--- config.mk ---
export PLATFORM = sky130hd
export DESIGN_NAME = seq_muldiv
export DESIGN_NICKNAME = d
export VERILOG_FILES = /design/src/rtl/md_pkg.sv /design/src/rtl/md_sign_prep.sv /design/src/rtl/md_shift_core.sv /design/src/rtl/md_sign_fix.sv /design/src/rtl/seq_muldiv.sv
export SDC_FILE = /design/constraint.sdc
export NUM_CORES = 1
export LEC_CHECK = 0
export ABC_AREA = 0
export BUFFER_PORTS_ARGS = -buffer_cell sky130_fd_sc_hd__buf_2
export CAP_MARGIN = 10
export CORE_MARGIN = 8
export CORE_UTILIZATION = 40
export CTS_BUF_LIST = sky130_fd_sc_hd__clkbuf_8
export DETAILED_ROUTE_END_ITERATION = 12
export PLACE_DENSITY_LB_ADDON = 0.12
export SYNTH_ARGS = -nofsm -noshare
export SYNTH_HDL_FRONTEND = slang
export SYNTH_SLANG_ARGS = --single-unit
export TNS_END_PERCENT = 30
--- constraint.sdc ---
create_clock -name clk -period 6.6 [get_ports clk]
set_clock_uncertainty 0.15 [all_clocks]
set_input_delay 1.32 -clock clk [delete_from_list [all_inputs] [get_ports clk]]
set_output_delay 1.32 -clock clk [all_outputs]
set_load 0.01 [all_outputs]
--- src/rtl/md_pkg.sv ---
`timescale 1ns/1ps
package md_pkg;

    typedef enum logic [1:0] {
        OP_MUL_S = 2'b00,
        OP_MUL_U = 2'b01,
        OP_DIV_S = 2'b10,
        OP_DIV_U = 2'b11
    } md_op_e;

    typedef enum logic [1:0] {
        ST_IDLE = 2'd0,
        ST_RUN  = 2'd1,
        ST_FIN  = 2'd2
    } md_state_e;

    // Per-operation control captured at start
    typedef struct packed {
        logic is_div;    // divide path selected
        logic neg_main;  // negate product / quotient
        logic neg_aux;   // negate remainder
    } md_ctl_t;

    function automatic logic op_is_div(md_op_e op);
        return (op == OP_DIV_S) || (op == OP_DIV_U);
    endfunction

    function automatic logic op_is_signed(md_op_e op);
        return (op == OP_MUL_S) || (op == OP_DIV_S);
    endfunction

endpackage

--- src/rtl/md_sign_prep.sv ---
`timescale 1ns/1ps
module md_sign_prep
    import md_pkg::*;
#(
    parameter int WIDTH = 32
) (
    input  md_op_e             op_i,
    input  logic [WIDTH-1:0]   a_i,
    input  logic [WIDTH-1:0]   b_i,
    output logic [WIDTH-1:0]   mag_a_o,
    output logic [WIDTH-1:0]   mag_b_o,
    output md_ctl_t            ctl_o
);
    logic sgn, neg_a, neg_b;

    assign sgn   = op_is_signed(op_i);
    assign neg_a = sgn & a_i[WIDTH-1];
    assign neg_b = sgn & b_i[WIDTH-1];

    // Magnitude: the most negative value maps onto its unsigned twin
    assign mag_a_o = neg_a ? (~a_i + WIDTH'(1)) : a_i;
    assign mag_b_o = neg_b ? (~b_i + WIDTH'(1)) : b_i;

    always_comb begin
        ctl_o.is_div   = op_is_div(op_i);
        ctl_o.neg_main = neg_a ^ neg_b;
        ctl_o.neg_aux  = neg_a;
    end
endmodule

--- src/rtl/md_shift_core.sv ---
`timescale 1ns/1ps
module md_shift_core #(
    parameter int WIDTH = 32
) (
    input  logic               clk,
    input  logic               rst,
    input  logic               load_i,
    input  logic               step_i,
    input  logic               busy_i,
    input  logic               is_div_i,
    input  logic [WIDTH-1:0]   opa_i,
    input  logic [WIDTH-1:0]   opb_i,
    output logic [WIDTH-1:0]   raw_hi_o,
    output logic [WIDTH-1:0]   raw_lo_o
);
    localparam int SW = WIDTH + 2;

    logic               carry_q;   // bit shifted out above the upper half
    logic [WIDTH-1:0]   hi_q, lo_q, opnd_q;
    logic               is_div_q;

    logic [WIDTH:0]     acc_a;
    logic [SW-1:0]      opnd_x, res;
    logic               fits;
    logic [WIDTH-1:0]   kept;

    // Shared adder/subtractor
    assign acc_a  = is_div_q ? {carry_q, hi_q} : {1'b0, hi_q};
    assign opnd_x = {2'b00, opnd_q};
    assign res    = {1'b0, acc_a} + (is_div_q ? ~opnd_x : opnd_x)
                  + {{(SW-1){1'b0}}, is_div_q};
    assign fits   = ~res[SW-1];
    assign kept   = fits ? res[WIDTH-1:0] : hi_q;

    always_ff @(posedge clk) begin
        if (rst) begin
            carry_q  <= 1'b0;
            hi_q     <= '0;
            lo_q     <= '0;
            opnd_q   <= '0;
            is_div_q <= 1'b0;
        end else if (load_i) begin
            opnd_q   <= opb_i;
            is_div_q <= is_div_i;
            if (is_div_i)
                {carry_q, hi_q, lo_q} <= {{WIDTH{1'b0}}, opa_i, 1'b0};
            else
                {carry_q, hi_q, lo_q} <= {1'b0, {WIDTH{1'b0}}, opa_i};
        end else if (step_i) begin
            if (is_div_q) begin
                carry_q <= kept[WIDTH-1];
                hi_q    <= {kept[WIDTH-2:0], lo_q[WIDTH-1]};
                lo_q    <= {lo_q[WIDTH-2:0], fits};
            end else begin
                carry_q <= 1'b0;
                hi_q    <= lo_q[0] ? res[WIDTH:1] : {1'b0, hi_q[WIDTH-1:1]};
                lo_q    <= {(lo_q[0] ? res[0] : hi_q[0]), lo_q[WIDTH-1:1]};
            end
        end
    end

    // Divide correction: upper half shifted back by one holds the remainder
    assign raw_hi_o = is_div_q ? {carry_q, hi_q[WIDTH-1:1]} : hi_q;
    assign raw_lo_o = lo_q;

    AST_OPND_FROZEN: assert property (@(posedge clk) disable iff (rst)
        busy_i |=> $stable(opnd_q) && $stable(is_div_q));
endmodule

--- src/rtl/md_sign_fix.sv ---
`timescale 1ns/1ps
module md_sign_fix
    import md_pkg::*;
#(
    parameter int WIDTH = 32
) (
    input  md_ctl_t            ctl_i,
    input  logic [WIDTH-1:0]   raw_hi_i,
    input  logic [WIDTH-1:0]   raw_lo_i,
    output logic [WIDTH-1:0]   hi_o,
    output logic [WIDTH-1:0]   lo_o
);
    localparam int DW = 2 * WIDTH;

    logic [DW-1:0]    prod, prod_n;
    logic [WIDTH-1:0] quo_n, rem_n;

    assign prod   = {raw_hi_i, raw_lo_i};
    assign prod_n = ~prod + DW'(1);
    assign quo_n  = ~raw_lo_i + WIDTH'(1);
    assign rem_n  = ~raw_hi_i + WIDTH'(1);

    always_comb begin
        if (ctl_i.is_div) begin
            lo_o = ctl_i.neg_main ? quo_n : raw_lo_i;
            hi_o = ctl_i.neg_aux  ? rem_n : raw_hi_i;
        end else begin
            {hi_o, lo_o} = ctl_i.neg_main ? prod_n : prod;
        end
    end
endmodule

--- src/rtl/seq_muldiv.sv ---
`timescale 1ns/1ps
module seq_muldiv
    import md_pkg::*;
#(
    parameter int WIDTH = 32
) (
    input  logic               clk,
    input  logic               rst,
    input  logic               start_i,
    input  logic [1:0]         op_i,
    input  logic [WIDTH-1:0]   opa_i,
    input  logic [WIDTH-1:0]   opb_i,
    output logic               busy_o,
    output logic               done_o,
    output logic [WIDTH-1:0]   hi_o,
    output logic [WIDTH-1:0]   lo_o
);
    localparam int CW = (WIDTH > 1) ? $clog2(WIDTH) : 1;

    md_state_e          state_q;
    logic [CW-1:0]      cnt_q;
    md_ctl_t            ctl_q, ctl_in;
    logic [WIDTH-1:0]   mag_a, mag_b, raw_hi, raw_lo, fix_hi, fix_lo;
    logic               accept;

    assign busy_o = (state_q != ST_IDLE);
    assign accept = start_i && !busy_o;

    md_sign_prep #(.WIDTH(WIDTH)) u_prep (
        .op_i    (md_op_e'(op_i)),
        .a_i     (opa_i),
        .b_i     (opb_i),
        .mag_a_o (mag_a),
        .mag_b_o (mag_b),
        .ctl_o   (ctl_in)
    );

    md_shift_core #(.WIDTH(WIDTH)) u_core (
        .clk      (clk),
        .rst      (rst),
        .load_i   (accept),
        .step_i   (state_q == ST_RUN),
        .busy_i   (busy_o),
        .is_div_i (ctl_in.is_div),
        .opa_i    (mag_a),
        .opb_i    (mag_b),
        .raw_hi_o (raw_hi),
        .raw_lo_o (raw_lo)
    );

    md_sign_fix #(.WIDTH(WIDTH)) u_fix (
        .ctl_i    (ctl_q),
        .raw_hi_i (raw_hi),
        .raw_lo_i (raw_lo),
        .hi_o     (fix_hi),
        .lo_o     (fix_lo)
    );

    always_ff @(posedge clk) begin
        if (rst) begin
            state_q <= ST_IDLE;
            cnt_q   <= '0;
            ctl_q   <= '0;
            done_o  <= 1'b0;
            hi_o    <= '0;
            lo_o    <= '0;
        end else begin
            done_o <= 1'b0;
            unique case (state_q)
                ST_IDLE: if (accept) begin
                    state_q <= ST_RUN;
                    cnt_q   <= '0;
                    ctl_q   <= ctl_in;
                end
                ST_RUN: begin
                    cnt_q <= cnt_q + CW'(1);
                    if (cnt_q == CW'(WIDTH - 1))
                        state_q <= ST_FIN;
                end
                ST_FIN: begin
                    hi_o    <= fix_hi;
                    lo_o    <= fix_lo;
                    done_o  <= 1'b1;
                    state_q <= ST_IDLE;
                end
                default: state_q <= ST_IDLE;
            endcase
        end
    end

    AST_DONE_SINGLE: assert property (@(posedge clk) disable iff (rst)
        done_o |=> !done_o);
    AST_DONE_IDLE: assert property (@(posedge clk) disable iff (rst)
        done_o |-> !busy_o);
    AST_FIN_TO_DONE: assert property (@(posedge clk) disable iff (rst)
        (state_q == ST_FIN) |=> done_o);
    AST_RESULT_HOLD: assert property (@(posedge clk) disable iff (rst)
        !done_o |-> $stable(hi_o) && $stable(lo_o));
    AST_START_IGNORED: assert property (@(posedge clk) disable iff (rst)
        (busy_o && start_i) |=> $stable(ctl_q));
endmodule

==> results of run 1 <==
-- power by group through the flow --
stage                     logic, µW  registers, µW  clock network [µW]
final                           747           1170                 759
after global routing            831           1180                 825
after CTS                       745           1170                 779
after detailed placement        742           1200                   0
after global placement          739           1200                   0
after floorplan                 579           1140                   0
-- through the flow --
| stage | setup slack [ns] | instances | power (µW) |
|---|---|---|---|
| 3_5_place_dp | 2.20 | 2213 | 1940 |
| 3_3_place_gp | 2.23 | 2213 | 1940 |
| 5_1_grt | 1.94 | 2244 | 2840 |
| 4_1_cts | 2.35 | 2244 | 2700 |
| 2_1_floorplan | 1.56 | 1761 | 1720 |
| 6_report | 2.31 | 2244 | 2680 |
-- worst min path at each step --
stage | end | slack [ns] | cells past startpoint
finish | hi_o[0] | 0.30 | 2
global route | hi_o[5] | 0.32 | 2
CTS | hi_o[5] | 0.30 | 2
detailed placement | hi_o[5] | 0.29 | 2
global placement | hi_o[5] | 0.29 | 2
floorplan | u_core.opnd_q[31] | 0.30 | 2
-- worst reg2reg max path: cells and delay by family, from the launching register on --
family	cells	cell delay, ns
simple gates	6	1.33
compound gates	4	1.11
flops	1	0.70
buf+inv	1	0.55
fa+ha+maj	1	0.22
xor+xnor	1	0.16
-- final cells by class --
| cell class | count | area (µm²) |
|---|---|---|
| Tap cell | 442 | 553 |
| Fill cell | 3428 | 18100 |
| Clock inverter | 14 | 148 |
| Inverter | 29 | 109 |
| Multi-Input combinational cell | 1417 | 9040 |
| Clock buffer | 17 | 234 |
| Timing Repair Buffer | 153 | 816 |
| Sequential cell | 172 | 3450 |
-- per-layer routing --
layer | vias up | wire, µm
li1 | 6428 | -
met1 | 6009 | 21200
met5 | - | 0
met3 | 30 | 1630
met4 | 0 | 539
met2 | 283 | 19000
-- registers in the layout (all words and copies together) (netlist names) --
signal / cells
cnt_q: 5
done_o: 1
lo_o: 32
state_q: 2
u_core.raw_lo_o: 32
hi_o: 32
u_core.carry_q: 1
ctl_q: 3
u_core.opnd_q: 32
u_core.hi_q: 32
-- cells in the final DEF, fill, tap and decap left out, drive strengths merged, types with 15 or more instances in the layout --
cell type	netlist	routed
mux2i	67	67
nor2	206	206
nor3	24	24
nand3	27	27
or3	16	16
nor2b	28	28
o211ai	19	19
o21ai	108	108
ha	38	38
buf	24	153
nand2	170	170
clkbuf	119	17
a211oi	105	105
o221ai	20	20
a21oi	164	164
o31ai	28	28
inv	26	31
or4	15	15
xnor2	69	69
xor2	108	108
dfxtp	172	172
-- cells by family (layout without fill, tap and decap cells) --
family | count (synthesis) | in the layout | share of synthesized area, %
flops | 172 | 172 | 26.2
xor+xnor | 177 | 177 | 11.8
mux | 77 | 77 | 5.97
fa+ha+maj | 39 | 39 | 3.77
compound gates | 559 | 559 | 27.4
simple gates | 565 | 565 | 19.7
buf+inv | 172 | 213 | 5.12
==> flow_metrics.env, run 1 <==
export IMPL_cp_data_arrival_time_ns=4.52
export IMPL_clkPwrFrac_pct=28.3
export IMPL_leakage_uw=0.00558
export IMPL_p_int_uw=1700
export IMPL_final_core_util_pct=44.2
export IMPL_placed_cell_area_mm2=0.0140
export IMPL_grt_max_degree=97
export IMPL_place_congestion=0.892
export IMPL_floorplan_io_pins=135
export IMPL_dominantRegCellSynth="sky130_fd_sc_hd__dfxtp_1"
export IMPL_cpMaxStageDelayCell="sky130_fd_sc_hd__dfxtp_4"
export IMPL_timing_worst_setup_path_type="reg -> reg"
export IMPL_post_cts_repair_setup_buffers=0
export IMPL_synth_cells=1761
export IMPL_clk_root_buffer_cell="sky130_fd_sc_hd__clkbuf_8"
export IMPL_number_of_hold_slack_violations_in_the_final_timing_report=0
export IMPL_layout_min_cycle_time_ns=4.29
export IMPL_synth_most_common_cell="sky130_fd_sc_hd__nor2_1"
export IMPL_grt_antenna_before_repair=0
export IMPL_timing_max_transition_violations_final=0
export IMPL_htree_num_levels=4
export IMPL_dp_hpwl_um=31900
export IMPL_rsz0062_at_grt="false"
export IMPL_setup_violations_final=0
export IMPL_holdBufCountCts=0
export IMPL_slew_headroom_pct=35.9
export IMPL_cp_slowest_stage_delay_ns=0.70
export IMPL_max_clock_path_buffers=2
export IMPL_cts_repair_resized=0
export IMPL_area_overhead_of_the_layout_relative_to_synthesis_pct=9.27
export IMPL_regToRegEndpoint="hi_o[30]"
export IMPL_swShare_pct=36.4
export IMPL_post_synth_arst_share_pct=0
export IMPL_fp_dieW_um=197
export IMPL_placementRows=66
export IMPL_synth_top_cells_by_area="sky130_fd_sc_hd__dfxtp_1, sky130_fd_sc_hd__xor2_1, sky130_fd_sc_hd__a21oi_1, sky130_fd_sc_hd__a211oi_1, sky130_fd_sc_hd__nor2_1"
export IMPL_initial_core_util_pct=40.4
export IMPL_post_synth_instance_area_mm2=0.0131
export IMPL_drt_iter0_markers=862
export IMPL_synth_top_cells_by_count="sky130_fd_sc_hd__nor2_1, sky130_fd_sc_hd__dfxtp_1, sky130_fd_sc_hd__nand2_1"
export IMPL_via_count=12750
export IMPL_port_buffers=134
export IMPL_critPathBufInv=1
export IMPL_postRouteAntennaNets=0
export IMPL_grt_pass1_vias=12007
export IMPL_tns_ns=0
export IMPL_worst_slew_pin_slew_ns=0.960
export IMPL_holdCritPathClass="reg -> reg"
export IMPL_outcome="finished clean"
export IMPL_cts_clk_slew_worst_paths_ns=0.10
export IMPL_net_load_switching_power_uw=977
export IMPL_crit_path_max_fo=44
export IMPL_synth_avg_cell_area_um2=7.45
export IMPL_hold_ws_ns=0.303
export IMPL_gr_usage_all_layers_pct=21.3
export IMPL_synthesis_nets=1869
export IMPL_cts_inserted_buffers=17
export IMPL_critPathRequiredTime_ns=6.83
export IMPL_groute_layer_met3_usage_pct=2.61
export IMPL_die_area_mm2=0.0389
export IMPL_clock_sinks=172
export IMPL_dieHeight_um=197
export IMPL_final_net_count=1898
export IMPL_detail_route_drc_violations=0
export IMPL_instance_count_on_the_critical_path=13
export IMPL_antennaDiodeCount=0
export IMPL_gr_usage_met1_pct=30.6
export IMPL_grt_busiest_layer="met2"
export IMPL_share_comb_of_total_power_pct=27.9
export IMPL_setup_worst_path_start_class="flop"
export IMPL_synthesis_yosys_warnings=0
export IMPL_avgViaCountPerCell=5.68
export IMPL_hp_start="hi_o[0]"
export IMPL_number_of_distinct_library_cells_after_synthesis=68
export IMPL_edff_count_synth=0
export IMPL_timing_fmax_mhz=233
export IMPL_synth_seq_cells=172
export IMPL_pwr_share_seq_pct=43.8
export IMPL_tritoncts="yes"
export IMPL_worst_skew_pair_late_latency_ns=0.47
export IMPL_timing_reg2reg_setup_slack_ns=2.31
export IMPL_timing_rr_start="ctl_q[2]"
export IMPL_gr_layer_usage_met2_pct=33.6
export IMPL_min_period_over_period_pct=65.0
export IMPL_critical_path_endpoint="hi_o[30]"
export IMPL_routed_wire_length_per_instance_um=18.9
export IMPL_crit_family="simple AND/OR/NAND/NOR gates"
export IMPL_layout_drive_gt1_share_pct=11.6
export IMPL_setup_worst_path_end_class="flop"
export IMPL_drt_total_wl_um=42400
export IMPL_synth_sequential_area_ratio_pct=26.2
export IMPL_max_cap_viol_count=0
export IMPL_synth_largest_area_cell="sky130_fd_sc_hd__dfxtp_1"
export IMPL_crit_start="ctl_q[2]"
export IMPL_placeableCoreArea_mm2=0.0325
export IMPL_first_pass_iters=5
export IMPL_peakVddDrop_uv=132
export IMPL_grt_pass1_wl_um=67300
export IMPL_ff2ff_path_depth=13
export IMPL_power_density_mw_per_mm2=187
export IMPL_crit_path_cell_trace="buf_4, nor2b_1, a21oi_1, ha_1, nor2b_1, nand4_1, or4_1, a211oi_1, nand3_1, nor3_1, o21ai_1, xor2_1, a211oi_1"
export IMPL_layout_cell_area_non_filler_mm2=0.0143
export IMPL_grt_remaining_overflow=0
export IMPL_netlist_area_leader_share_pct=26.2
No activity file was read; power rests on OpenSTA's default activity.
==> run 2: changes to the inputs <==
--- a/config.mk
+++ b/config.mk
@@ -5,7 +5,7 @@
 export SDC_FILE = /design/constraint.sdc
 export NUM_CORES = 1
 export LEC_CHECK = 0
-export ABC_AREA = 0
+export ABC_AREA = 1
 export BUFFER_PORTS_ARGS = -buffer_cell sky130_fd_sc_hd__buf_2
 export CAP_MARGIN = 10
 export CORE_MARGIN = 8
==> constraint.sdc (replaced) <==
create_clock -name clk -period 4.15 [get_ports clk]
set_clock_uncertainty 0.15 [all_clocks]
set_input_delay 0.83 -clock clk [delete_from_list [all_inputs] [get_ports clk]]
set_output_delay 0.83 -clock clk [all_outputs]
set_load 0.01 [all_outputs]
==> run 2 against run 1 <==
Against the previous run: first-iteration DRC count up 61%; clock-buffer cell count up 1; synthesized area grew 15%; power up 88%; via count grew 34%; critical path depth rose by 1; sequential share of layout area decreased by 3.3 points; fmax grew 12%; critical endpoint is now u_core.hi_q[6]; utilization rose by 0.23 points; non-clock buffer count grew 9; flip-flop and latch count unchanged; worst hold slack better by 0.024 ns.
==> flow_metrics.env, run 2 <==
export IMPL_detail_route_drc_violations=0
export IMPL_synth_seq_cells=172
export IMPL_place_congestion=0.965
export IMPL_synth_largest_area_cell="sky130_fd_sc_hd__dfxtp_1"
export IMPL_layout_min_cycle_time_ns=3.82
export IMPL_drt_total_wl_um=57900
export IMPL_ff2ff_path_depth=14
export IMPL_clkPwrFrac_pct=27.5
export IMPL_synth_sequential_area_ratio_pct=22.8
export IMPL_tns_ns=0
export IMPL_clk_root_buffer_cell="sky130_fd_sc_hd__clkbuf_8"
export IMPL_grt_max_degree=74
export IMPL_cp_slowest_stage_delay_ns=0.72
export IMPL_synth_most_common_cell="sky130_fd_sc_hd__nand2_1"
export IMPL_crit_start="ctl_q[2]"
export IMPL_floorplan_io_pins=135
export IMPL_peakVddDrop_uv=212
export IMPL_edff_count_synth=0
export IMPL_fillCellCount=4200
export IMPL_timing_reg2reg_setup_slack_ns=0.33
export IMPL_cpMaxStageDelayCell="sky130_fd_sc_hd__dfxtp_4"
export IMPL_p_int_uw=3010
export IMPL_fp_dieW_um=210
export IMPL_netlist_area_leader_share_pct=22.8
export IMPL_min_period_over_period_pct=92.0
export IMPL_cp_data_arrival_time_ns=4.07
export IMPL_synth_top_cells_by_count="sky130_fd_sc_hd__nand2_1, sky130_fd_sc_hd__inv_1, sky130_fd_sc_hd__nor2_1"
export IMPL_power_density_mw_per_mm2=303
export IMPL_regToRegEndpoint="u_core.hi_q[6]"
export IMPL_timing_final_ws_setup_ns=0.334
export IMPL_worst_skew_pair_late_latency_ns=0.50
export IMPL_dieHeight_um=210
export IMPL_cts_inserted_buffers=17
export IMPL_crit_path_max_fo=35
export IMPL_number_of_distinct_library_cells_after_synthesis=51
export IMPL_drt_iter0_markers=1388
export IMPL_synthesis_yosys_warnings=0
export IMPL_grt_pass1_wl_um=90400
export IMPL_clock_sinks=172
export IMPL_cp_common_cell="sky130_fd_sc_hd__nand2_1"
export IMPL_dominantRegCellSynth="sky130_fd_sc_hd__dfxtp_1"
export IMPL_first_pass_iters=7
export IMPL_holdCritPathClass="reg -> reg"
export IMPL_cts_repair_resized=0
export IMPL_avgViaCountPerCell=5.31
export IMPL_synth_cells=2624
export IMPL_final_net_count=2806
export IMPL_synth_top_cells_by_area="sky130_fd_sc_hd__dfxtp_1, sky130_fd_sc_hd__nand2_1, sky130_fd_sc_hd__inv_1, sky130_fd_sc_hd__nor2_1, sky130_fd_sc_hd__o21ai_0"
export IMPL_port_buffers=134
export IMPL_grt_pass1_vias=16145
export IMPL_routed_wire_length_per_instance_um=18.0
export IMPL_preCtsSetupSlack_ns=0.441
export IMPL_dp_hpwl_um=45100
export IMPL_placed_cell_area_mm2=0.0162
export IMPL_layout_common_cells="sky130_fd_sc_hd__nand2_1, sky130_fd_sc_hd__inv_1, sky130_fd_sc_hd__nor2_1, sky130_fd_sc_hd__o21ai_0, sky130_fd_sc_hd__a21oi_1"
export IMPL_synthesis_nets=2732
export IMPL_critical_path_endpoint="u_core.hi_q[6]"
export IMPL_placeableCoreArea_mm2=0.0374
export IMPL_initial_core_util_pct=40.4
export IMPL_leakage_uw=0.00836
export IMPL_final_common_cell="sky130_fd_sc_hd__nand2_1"
export IMPL_net_load_switching_power_uw=2020
export IMPL_antennaDiodeCount=0
export IMPL_max_cap_viol_count=0
export IMPL_grt_remaining_overflow=0
export IMPL_post_cts_repair_setup_buffers=0
export IMPL_crit_path_cell_trace="buf_12, xor2_1, ha_1, nand2_1, nand2_1, a21oi_1, o21ai_0, a21oi_1, nand3_2, inv_2, nand2_1, o21ai_0, nand2_1, a21oi_1"
export IMPL_placementRows=71
export IMPL_synth_avg_cell_area_um2=5.76
export IMPL_slew_headroom_pct=25.1
export IMPL_number_of_hold_slack_violations_in_the_final_timing_report=0
export IMPL_max_clock_path_buffers=2
export IMPL_htree_num_levels=4
export IMPL_tritoncts="yes"
export IMPL_setup_worst_path_end_class="flop"
export IMPL_critPathRequiredTime_ns=4.41
export IMPL_timing_worst_setup_path_type="reg -> reg"
export IMPL_via_count=17109
export IMPL_share_comb_of_total_power_pct=35.5
export IMPL_worst_slew_pin_slew_ns=1.12
export IMPL_report_power_total_uw=5030
export IMPL_post_synth_arst_share_pct=0
export IMPL_timing_max_transition_violations_final=0
export IMPL_setup_violations_final=0
export IMPL_post_synth_instance_area_mm2=0.0151
export IMPL_outcome="finished clean"
export IMPL_die_area_mm2=0.0442
export IMPL_timing_fmax_mhz=262
export IMPL_swShare_pct=40.2
export IMPL_rsz0062_at_grt="false"
export IMPL_pwr_share_seq_pct=37.0
export IMPL_layout_cell_area_non_filler_mm2=0.0166
export IMPL_area_overhead_of_the_layout_relative_to_synthesis_pct=10.0
export IMPL_timing_rr_start="ctl_q[2]"
export IMPL_grt_antenna_before_repair=0
export IMPL_gr_usage_all_layers_pct=25.7
export IMPL_cts_clk_slew_worst_paths_ns=0.10
export IMPL_postRouteAntennaNets=0
export IMPL_layout_drive_gt1_share_pct=9.04
export IMPL_setup_worst_path_start_class="flop"
export IMPL_holdBufCountCts=0
[run 2: worst min path at each step]
stage / startpoint / to / slack, ns / depth (start not counted)
6_report: cnt_q[4] / cnt_q[4] / 0.33 / 2
5_1_grt: cnt_q[4] / cnt_q[4] / 0.36 / 2
4_1_cts: cnt_q[4] / cnt_q[4] / 0.32 / 2
3_5_place_dp: cnt_q[4] / cnt_q[4] / 0.31 / 2
3_3_place_gp: cnt_q[4] / cnt_q[4] / 0.31 / 2
2_1_floorplan: cnt_q[3] / cnt_q[3] / 0.29 / 1
[run 2: final cells by class]
type                       count  area (µm²)  area share, %
clock buffer                  18         248           1.49
clock inverter                12         198           1.19
inverter                     325        1220           7.36
multi-input combinational   2020        9950           59.9
sequential                   172        3450           20.7
tap                          511         639           3.85
timing repair buffer         162         906           5.45
[run 2: metal layers]
metal	share of wire [%]	vias to the layer above	wire [µm]	GRT usage, %
li1	-	8597	-	-
met1	45	7919	26200	34.1
met2	47	523	27100	43.3
met3	5.4	70	3140	2.96
met4	2.5	0	1440	7.68
met5	0	-	0	0
[run 2: cells by family (layout without fill, tap and decap cells)]
kind of cell	Yosys count	in the layout	share of synthesized area (%)
AO/OA/AOI/OAI	515	515	19.2
adder cells (fa/ha/maj)	39	39	3.28
AND/OR/NAND/NOR	1347	1347	36.5
flip-flops	172	172	22.8
buffers and inverters	432	517	11.4
XOR/XNOR	119	119	6.90
[run 2: critical path: cells and delay by family (launching register included)]
family                     cells  cell delay (ns)
buffers and inverters          2             0.84
AOI/OAI and AO/OA              5             0.83
DFF                            1             0.72
and+or+nand+nor                5             0.63
adders and majority gates      1             0.31
xor gates and xnor gates       1             0.20
[run 2: per-stage QoR]
step / std cells / hold WS [ns] / util [%]
6_report: 3220 / 0.326 / 44.4
3_5_place_dp: 3190 / 0.310 / 43.2
5_1_grt: 3220 / 0.360 / 44.4
2_1_floorplan: 2624 / 0.292 / -
3_3_place_gp: 3190 / 0.310 / 43.2
4_1_cts: 3220 / 0.324 / 44.4
[run 2: power by group through the flow]
stage	registers, µW	clock network, µW	logic, µW
finish	1860	1380	1790
detailed placement	1900	0	1760
global placement	1900	0	1750
global route	1870	1470	2000
CTS	1860	1410	1770
floorplan	1840	0	1270
